[src/rtl/ovl_pkg.sv]
package ovl_pkg;
  // Timebase seen by every channel timer
  typedef struct packed {
    logic tick;        // one-clock oscillator pulse
    logic short_mode;  // shortened terminal count selected
  } tbase_t;

  function automatic int unsigned cnt_width(int unsigned n);
    return (n < 2) ? 1 : $clog2(n + 1);
  endfunction
endpackage

[src/rtl/ovl_tick_div.sv]
module ovl_tick_div
  import ovl_pkg::*;
(
  input  logic   clk,
  input  logic   rst_n,
  input  logic   osc_tick,
  input  logic   test_mode,
  output tbase_t tb,
  output logic   div2_q
);
  assign tb.tick       = osc_tick;
  assign tb.short_mode = test_mode;

  always_ff @(posedge clk or negedge rst_n) begin
    if (!rst_n)          div2_q <= 1'b0;
    else if (!test_mode) div2_q <= 1'b0;
    else if (osc_tick)   div2_q <= ~div2_q;
  end

  // each tick in test mode flips the divided output
  assert_div_toggle_R8: assert property (@(posedge clk) disable iff (!rst_n)
    (test_mode && osc_tick) |=> (div2_q != $past(div2_q)));

  // divided output parked low outside test mode
  assert_div_quiet_R8: assert property (@(posedge clk) disable iff (!rst_n)
    !test_mode |=> !div2_q);
endmodule

[src/rtl/ovl_chan_timer.sv]
module ovl_chan_timer
  import ovl_pkg::*;
#(
  parameter int unsigned TRIP_TICKS = 37,
  parameter int unsigned TEST_TICKS = 4,
  localparam int unsigned CW = cnt_width(TRIP_TICKS)
)(
  input  logic   clk,
  input  logic   rst_n,
  input  tbase_t tb,
  input  logic   ilim,
  input  logic   chan_off,
  output logic   trip_req
);
  localparam logic [CW-1:0] TRIP_M1 = CW'(TRIP_TICKS - 1);
  localparam logic [CW-1:0] TEST_M1 = CW'(TEST_TICKS - 1);

  logic [CW-1:0] cnt_q;
  logic [CW-1:0] last_val;
  logic          armed;

  assign last_val = tb.short_mode ? TEST_M1 : TRIP_M1;
  assign armed    = ilim && !chan_off;
  // >= so a switch to the short count mid-episode trips on the next tick
  assign trip_req = armed && tb.tick && (cnt_q >= last_val);

  always_ff @(posedge clk or negedge rst_n) begin
    if (!rst_n)       cnt_q <= '0;
    else if (!armed)  cnt_q <= '0;
    else if (tb.tick) cnt_q <= trip_req ? '0 : cnt_q + CW'(1);
  end

  // the count never passes the long terminal value
  assert_cnt_bound_R3: assert property (@(posedge clk) disable iff (!rst_n)
    cnt_q <= TRIP_M1);

  // limit gone means the count restarts
  assert_idle_clear_R4: assert property (@(posedge clk) disable iff (!rst_n)
    !ilim |=> (cnt_q == '0));

  // a switched-off channel accumulates nothing
  assert_off_hold_R10: assert property (@(posedge clk) disable iff (!rst_n)
    chan_off |=> (cnt_q == '0));

  // a trip leaves no memory in the counter
  assert_trip_clear_R5: assert property (@(posedge clk) disable iff (!rst_n)
    trip_req |=> (cnt_q == '0));
endmodule

[src/rtl/ovl_out_latch.sv]
module ovl_out_latch #(
  parameter int unsigned NCH = 8
)(
  input  logic           clk,
  input  logic           rst_n,
  input  logic           wr_fire,
  input  logic [NCH-1:0] wr_data,
  input  logic [NCH-1:0] trip_req,
  output logic [NCH-1:0] drv_off
);
  logic [NCH-1:0] base_nxt;

  assign base_nxt = wr_fire ? wr_data : drv_off;

  always_ff @(posedge clk or negedge rst_n) begin
    if (!rst_n) drv_off <= '1;
    else        drv_off <= base_nxt | trip_req;
  end

  // a trip request always lands as off, even against a write
  assert_trip_wins_R9: assert property (@(posedge clk) disable iff (!rst_n)
    (trip_req != '0) |=> ((drv_off & $past(trip_req)) == $past(trip_req)));

  // quiet cycles leave the latch alone
  assert_hold_R2: assert property (@(posedge clk) disable iff (!rst_n)
    (!wr_fire && trip_req == '0) |=> $stable(drv_off));

  // bits neither written nor tripped keep their value
  assert_isolated_R6: assert property (@(posedge clk) disable iff (!rst_n)
    !wr_fire |=> ((drv_off & ~$past(drv_off) & ~$past(trip_req)) == '0));
endmodule

[src/rtl/ovl_shutdown_guard.sv]
module ovl_shutdown_guard
  import ovl_pkg::*;
#(
  parameter int unsigned NCH        = 8,
  parameter int unsigned TRIP_TICKS = 37,
  parameter int unsigned TEST_TICKS = 4
)(
  input  logic           clk,
  input  logic           rst_n,
  input  logic           osc_tick,
  input  logic           test_mode,
  input  logic [NCH-1:0] ilim,
  input  logic           wr_valid,
  output logic           wr_ready,
  input  logic [NCH-1:0] wr_data,
  output logic [NCH-1:0] drv_off,
  output logic           test_clk_out
);
  tbase_t         tb;
  logic [NCH-1:0] trip_req;
  logic           wr_fire;

  assign wr_ready = 1'b1;
  assign wr_fire  = wr_valid && wr_ready;

  ovl_tick_div u_div (
    .clk       (clk),
    .rst_n     (rst_n),
    .osc_tick  (osc_tick),
    .test_mode (test_mode),
    .tb        (tb),
    .div2_q    (test_clk_out)
  );

  for (genvar gi = 0; gi < NCH; gi++) begin : g_ch
    ovl_chan_timer #(
      .TRIP_TICKS (TRIP_TICKS),
      .TEST_TICKS (TEST_TICKS)
    ) u_tmr (
      .clk      (clk),
      .rst_n    (rst_n),
      .tb       (tb),
      .ilim     (ilim[gi]),
      .chan_off (drv_off[gi]),
      .trip_req (trip_req[gi])
    );
  end

  ovl_out_latch #(.NCH(NCH)) u_latch (
    .clk      (clk),
    .rst_n    (rst_n),
    .wr_fire  (wr_fire),
    .wr_data  (wr_data),
    .trip_req (trip_req),
    .drv_off  (drv_off)
  );

  // a channel only goes off through a write or its own trip
  assert_off_cause_R3: assert property (@(posedge clk) disable iff (!rst_n)
    !wr_fire |=> ((drv_off & ~$past(drv_off) & ~$past(ilim)) == '0));
endmodule

[config.mk]
export PLATFORM = sky130hd
export DESIGN_NAME = ovl_shutdown_guard
export DESIGN_NICKNAME = d
export VERILOG_FILES = /design/src/rtl/ovl_pkg.sv /design/src/rtl/ovl_tick_div.sv /design/src/rtl/ovl_chan_timer.sv /design/src/rtl/ovl_out_latch.sv /design/src/rtl/ovl_shutdown_guard.sv
export SDC_FILE = /design/constraint.sdc
export NUM_CORES = 1
export LEC_CHECK = 0
export BUFFER_PORTS_ARGS = -buffer_cell sky130_fd_sc_hd__buf_2
export CAP_MARGIN = 40
export CORE_UTILIZATION = 60
export CTS_BUF_LIST = sky130_fd_sc_hd__clkbuf_8
export DETAILED_ROUTE_END_ITERATION = 10
export GPL_TIMING_DRIVEN = 0
export HOLD_SLACK_MARGIN = 0.15
export PLACE_DENSITY = 0.8
export REMOVE_ABC_BUFFERS = 1
export SETUP_SLACK_MARGIN = 0.02
export SLEW_MARGIN = 20
export SYNTH_ARGS = -nofsm -noshare
export SYNTH_HDL_FRONTEND = slang
export SYNTH_SLANG_ARGS = --single-unit
[constraint.sdc]
create_clock -name clk -period 2.5 [get_ports clk]
set_input_delay 0.125 -clock clk [delete_from_list [all_inputs] [get_ports clk]]
set_output_delay 0.125 -clock clk [all_outputs]
set_load 0.05 [all_outputs]
==> impl_metrics.tcl, run 1 <==
set metrics [dict create \
    main_combinational_cell_family_by_area_after_synthesis "simple AND/OR/NAND/NOR gates" \
    hold_path.class "in -> reg" \
    finalHoldViolCount 0 \
    dp.cells 475 \
    cp_max_fo 25 \
    worst-slew-pin-transition_ns 0.820 \
    tritoncts "built" \
    numCtsBuffers 9 \
    final_core_utilization 0.693 \
    synth_simple_gate_area_share 0.188 \
    post-route-min-period_ns 2.18 \
    fmax_mhz 459 \
    grt_max_degree 58 \
    die-height_um 81.1 \
    synthAdderAreaFrac 0.133 \
    routed-via-count 2917 \
    remaining_drc_errors 0 \
    wl_per_cell_um 14.8 \
    ios 31 \
    netlist_area_mm2 0.00375 \
    crit_path_start_kind "input port" \
    layout-drive-gt1-share 0.167 \
    synthesized_instance_count 386 \
    drt-initial-drc-count 80 \
    drv_slew 0 \
    stdcell_count 500 \
    port_buffers 29 \
    status "finished clean" \
    wl_um 7380 \
    die_x_um 81.1 \
    core_area_mm2 0.00599 \
    vias_per_cell 5.83 \
    crit_path_end_kind "flop" \
    yosys.area_share.xor_xnor 0.0771 \
    grt_setup_unrepaired "no" \
    total_power_w 0.00202 \
    cellLeakagePower_nw 1.91 \
    synth_seq_area_share 0.383 \
    firstDrtPassIters 4 \
    cts_max_path_buffers 2 \
    yosys_register_bits 57 \
    final_net_count 481 \
    htree_levels 3 \
    cts_post_setup_buffers_inserted 0 \
    area_delta_synth_final_pct 10.7 \
    number_of_synthesis_warnings 0 \
    maxSlewHeadroom 0.453 \
    place.gp.congestion 0.783 \
    critPathArrivalTime_ns 2.35 \
    clkTransAtPathRegs_ns 0.06 \
    grtUsageTotal 0.257 \
    grt-ovfl-total 0 \
    final.period_utilization 0.872 \
    setup-tns-final_ns 0 \
    synthesis.area_per_instance_um2 9.72 \
    fin_worst_skew_ns 0.00687 \
    initial_core_util 0.626 \
    ant_nets 0 \
    ctsRootBufferMaster "sky130_fd_sc_hd__clkbuf_8" \
    mostFrequentLayoutCell "sky130_fd_sc_hd__nand2_1" \
    final_hold_slack_ns 0.252 \
    power_density_mw_per_mm2 487 \
    most_frequent_cells_in_the_layout "sky130_fd_sc_hd__nand2_1 (58), sky130_fd_sc_hd__dfrtp_1 (49), sky130_fd_sc_hd__ha_1 (40)" \
    grt_antenna_before_repair 0 \
    path_class "in -> reg" \
    vias_in_the_first_global_route 2889 \
    cts.sink_count 57 \
    dp_hpwl_um 5030 \
    cap_violations 0 \
    grt_pass1_wl_um 12900 \
    required_ns 2.67 \
    synth_cell_types 24 \
    max-vdd-ir-drop_uv 460 \
    floorplan.die_area_mm2 0.00657 \
    cts-hold-fix-buffers 9 \
    antenna_fix_cells 0 \
    setup_viol_count_final 0 \
    clock_insertion_delay_worst_skew_ns 0.33 \
    synth-compound-area-share 0.160 \
    yosys-mux-area-fraction 0.0240 \
    placementRows 28 \
    cts-resized-gates 0 \
]
metrics by stage:
step	setup slack, ns	area (µm²)
after CTS	0.360	4150
after global routing	0.145	4150
final	0.320	4150
after detailed placement	-0.0208	3900
after floorplan	0.884	3660
after global placement	0.113	3900
final timing paths:
path                                             start                     end  slack (ns)  depth (start not counted)
worst max-delay path                         test_mode  g_ch[4].u_tmr.cnt_q[0]        0.32                          6
worst max register to register  g_ch[4].u_tmr.cnt_q[0]  g_ch[4].u_tmr.cnt_q[0]        0.46                          6
worst min register to register  g_ch[5].u_tmr.cnt_q[5]  g_ch[5].u_tmr.cnt_q[5]        0.54                          2
min in group asynchronous                        rst_n  g_ch[5].u_tmr.cnt_q[5]        0.39                          2
max in group asynchronous                        rst_n  g_ch[3].u_tmr.cnt_q[5]        1.60                          2
worst min-delay path                           ilim[0]  g_ch[0].u_tmr.cnt_q[0]        0.25                          4
routing by layer:
| layer | wire, µm | vias up | share of wire | global-route usage |
|---|---|---|---|---|
| li1 | - | 1462 | - | - |
| met3 | 225 | 11 | 0.030 | 0.0697 |
| met5 | 0 | - | 0 | 0 |
| met1 | 3440 | 1404 | 0.47 | 0.312 |
| met4 | 108 | 0 | 0.015 | 0.0804 |
| met2 | 3600 | 40 | 0.49 | 0.442 |
synth_stat cells:
cell type | number | area share
sky130_fd_sc_hd__nand3b_1 | 8 | 0.016
sky130_fd_sc_hd__or3_1 | 8 | 0.013
sky130_fd_sc_hd__o31ai_1 | 32 | 0.064
sky130_fd_sc_hd__xor2_1 | 20 | 0.047
sky130_fd_sc_hd__nor2b_1 | 16 | 0.027
sky130_fd_sc_hd__buf_4 | 9 | 0.018
sky130_fd_sc_hd__ha_1 | 40 | 0.13
sky130_fd_sc_hd__a21oi_1 | 16 | 0.021
sky130_fd_sc_hd__nand2b_1 | 8 | 0.013
sky130_fd_sc_hd__nand3_1 | 36 | 0.048
sky130_fd_sc_hd__and3_1 | 6 | 0.010
sky130_fd_sc_hd__mux2_2 | 8 | 0.024
sky130_fd_sc_hd__nor2_1 | 3 | 0.0030
sky130_fd_sc_hd__o21ai_0 | 16 | 0.021
sky130_fd_sc_hd__a31o_2 | 8 | 0.019
sky130_fd_sc_hd__nand2_1 | 58 | 0.058
sky130_fd_sc_hd__o41ai_2 | 8 | 0.035
sky130_fd_sc_hd__buf_1 | 1 | 0.0010
sky130_fd_sc_hd__xnor2_1 | 13 | 0.030
sky130_fd_sc_hd__inv_1 | 9 | 0.0090
sky130_fd_sc_hd__dfrtp_1 | 49 | 0.33
sky130_fd_sc_hd__clkbuf_1 | 5 | 0.0050
sky130_fd_sc_hd__dfstp_2 | 8 | 0.056
sky130_fd_sc_hd__conb_1 | 1 | 0.0010
layout make-up:
cell class	instances	area (µm²)
clock buffer	10	138
clock inverter	6	22.5
fill	454	1840
inverter	9	33.8
multi-input combinational	305	2190
sequential	57	1440
tap	75	93.8
timing repair buffer	38	238
worst max-delay path: stages:
cell	delay (ns)
sky130_fd_sc_hd__buf_2	0.44
sky130_fd_sc_hd__inv_1	0.36
sky130_fd_sc_hd__ha_1	0.40
sky130_fd_sc_hd__a21oi_1	0.09
sky130_fd_sc_hd__o41ai_2	0.69
sky130_fd_sc_hd__o21ai_0	0.23
cells by family after synthesis:
logic type | count (synthesis)
AND/OR/NAND/NOR | 143
AO/OA/AOI/OAI | 80
flip-flops | 57
adder cells (fa/ha/maj) | 40
XOR/XNOR | 33
buffers and inverters | 24
multiplexers | 8
other | 1
sequential cells by signal, summed over array words and instances (netlist names):
register	flops
g_ch.u_tmr.cnt_q	48
u_div.div2_q	1
u_latch.drv_off	8
power breakdown:
part           leakage [nW]  switching, W  internal, W  total (W)
Combinational          1.04      0.000215     0.000112   0.000327
Sequential            0.764     0.0000252     0.000962   0.000987
Clock                 0.104      0.000344     0.000365   0.000709
Note: power is estimated with default switching activity, not from simulation.
==> run 2, diff against run 1 <==
Settings changed: CTS_BUF_LIST sky130_fd_sc_hd__clkbuf_8 to sky130_fd_sc_hd__clkbuf_4.
==> run 2 against run 1 <==
  * First-iteration DRC count fell by 7.5%
  * Core utilization fell by 0.73 points
  * Critical path depth did not move
  * Setup slack improved by 0.10 ns
  * Global-route usage barely moved
  * Register-to-register slack barely moved
  * Clock skew rose by 0.0032 ns
  * Hold slack got worse by 0.073 ns
  * Highest routed layer unchanged
  * Sequential power barely moved
==> impl_metrics.tcl, run 2 (synthesis gave the netlist of run 1 again) <==
set metrics [dict create \
    layout-drive-gt1-share 0.179 \
    firstDrtPassIters 4 \
    ios 31 \
    final_core_utilization 0.686 \
    maxSlewHeadroom 0.463 \
    crit_path_end_kind "flop" \
    post-route-min-period_ns 2.08 \
    fmax_mhz 481 \
    placementRows 28 \
    cp_max_fo 25 \
    r2r_start "g_ch[4].u_tmr.cnt_q[0]" \
    required_ns 2.75 \
    htree_levels 3 \
    cts-resized-gates 0 \
    cp_cell_sequence "buf_2 > inv_1 > ha_1 > a21oi_1 > o41ai_2 > o21ai_0" \
    remaining_drc_errors 0 \
    mostFrequentLayoutCell "sky130_fd_sc_hd__nand2_1" \
    hp-start "ilim[0]" \
    cp_top_family "compound AO/OA/AOI/OAI gates" \
    path_class "in -> reg" \
    initial_core_util 0.626 \
    fin_worst_skew_ns 0.0101 \
    grtUsageTotal 0.257 \
    cap_violations 0 \
    clkTransAtPathRegs_ns 0.09 \
    crit_path_start_kind "input port" \
    drt-initial-drc-count 74 \
    die_x_um 81.1 \
    wl_per_cell_um 14.7 \
    die-height_um 81.1 \
    status "finished clean" \
    finalHoldViolCount 0 \
    clock_insertion_delay_worst_skew_ns 0.40 \
    place.gp.congestion 0.783 \
    cp-startpoint "test_mode" \
    final_hold_slack_ns 0.179 \
    vias_in_the_first_global_route 2919 \
    critPathArrivalTime_ns 2.33 \
    drv_slew 0 \
    worst_path_cell_with_the_longest_stage_delay "sky130_fd_sc_hd__o41ai_2" \
    largest_reg_flops 48 \
    vias_per_cell 5.88 \
    cts_max_path_buffers 2 \
    grt_setup_unrepaired "no" \
    power_density_mw_per_mm2 464 \
    crit_buf_inv 2 \
    cts_post_setup_buffers_inserted 0 \
    grt_max_degree 58 \
    final_net_count 481 \
    port_buffers 29 \
    ctsRootBufferMaster "sky130_fd_sc_hd__clkbuf_4" \
    largestRegisters "g_ch.u_tmr.cnt_q: 48 flops, u_latch.drv_off: 8 flops, u_div.div2_q: 1 flops" \
    dp_hpwl_um 5030 \
    numCtsBuffers 9 \
    wl_um 7340 \
    cts.sink_count 57 \
    critPathMaxStageDelay_ns 0.68 \
    routed-via-count 2939 \
    most_frequent_cells_in_the_layout "sky130_fd_sc_hd__nand2_1 (58), sky130_fd_sc_hd__dfrtp_1 (49), sky130_fd_sc_hd__ha_1 (40)" \
    setup_viol_count_final 0 \
    max-vdd-ir-drop_uv 428 \
    tritoncts "built" \
    antenna_fix_cells 0 \
    cellLeakagePower_nw 1.87 \
    area_delta_synth_final_pct 9.54 \
    top_register "g_ch.u_tmr.cnt_q" \
    grt_pass1_wl_um 12900 \
    final.period_utilization 0.832 \
    grt_antenna_before_repair 0 \
    floorplan.die_area_mm2 0.00657 \
    grt-ovfl-total 0 \
    ant_nets 0 \
    hold_path.class "in -> reg" \
    core_area_mm2 0.00599 \
    worst-slew-pin-transition_ns 0.806 \
]
run 2: worst register-to-register path, delay by kind of cell (launching register included):
family	cells	cell delay (ns)
AO/OA/AOI/OAI	3	1.00
buffers and inverters	1	0.10
adder cells (fa/ha/maj)	1	0.27
flip-flops	1	0.42
AND/OR/NAND/NOR	1	0.10
run 2: final cells by class:
class                   instances  area [µm²]
well taps                      75        93.8
fillers                       465        1880
repair buffers                 38         238
inverters                       9        33.8
multi-input cells             305        2190
clock inverters                 1        3.75
flip-flops and latches         57        1440
clock buffers                  15         113
run 2: power breakdown:
group	leakage [nW]	internal (W)	total [W]	switching [W]
clock network	0.0706	0.000271	0.000595	0.000325
logic	1.04	0.000112	0.000326	0.000214
registers	0.764	0.000961	0.000986	0.0000254
total	1.87	0.00134	0.00191	0.000564
run 2: path summary, 6_finish.rpt:
kind	to	slack [ns]	cells past startpoint
max	g_ch[4].u_tmr.cnt_q[0]	0.42	6
min	g_ch[0].u_tmr.cnt_q[0]	0.18	4
max reg2reg	g_ch[4].u_tmr.cnt_q[0]	0.46	6
min reg2reg	g_ch[3].u_tmr.cnt_q[5]	0.54	2
max in group asynchronous	g_ch[7].u_tmr.cnt_q[0]	1.68	2
min in group asynchronous	g_ch[5].u_tmr.cnt_q[5]	0.30	2
run 2: timing repair:
| action | in CTS | in global routing |
|---|---|---|
| hold buffers | 9 | 0 |
| endpoints found under the setup margin | 0 | 0 |
| hold endpoints to repair | 57 | 0 |
run 2: through the flow:
| stage | TNS [ns] | total power (W) | instances | setup WS, ns | area [µm²] |
|---|---|---|---|---|---|
| after floorplan | 0 | 0.00121 | 371 | 0.884 | 3660 |
| after global placement | 0 | 0.00130 | 475 | 0.113 | 3900 |
| after detailed placement | -0.0208 | 0.00132 | 475 | -0.0208 | 3900 |
| after CTS | 0 | 0.00192 | 500 | 0.436 | 4110 |
| after global routing | 0 | 0.00200 | 500 | 0.208 | 4110 |
| final | 0 | 0.00191 | 500 | 0.420 | 4110 |
run 2: metal layers:
layer | GRT usage | share of wire | vias up
met4 | 0.129 | 0.020 | 0
met3 | 0.0427 | 0.030 | 11
met5 | 0 | 0 | -
met1 | 0.311 | 0.46 | 1417
li1 | - | - | 1461
met2 | 0.440 | 0.48 | 50
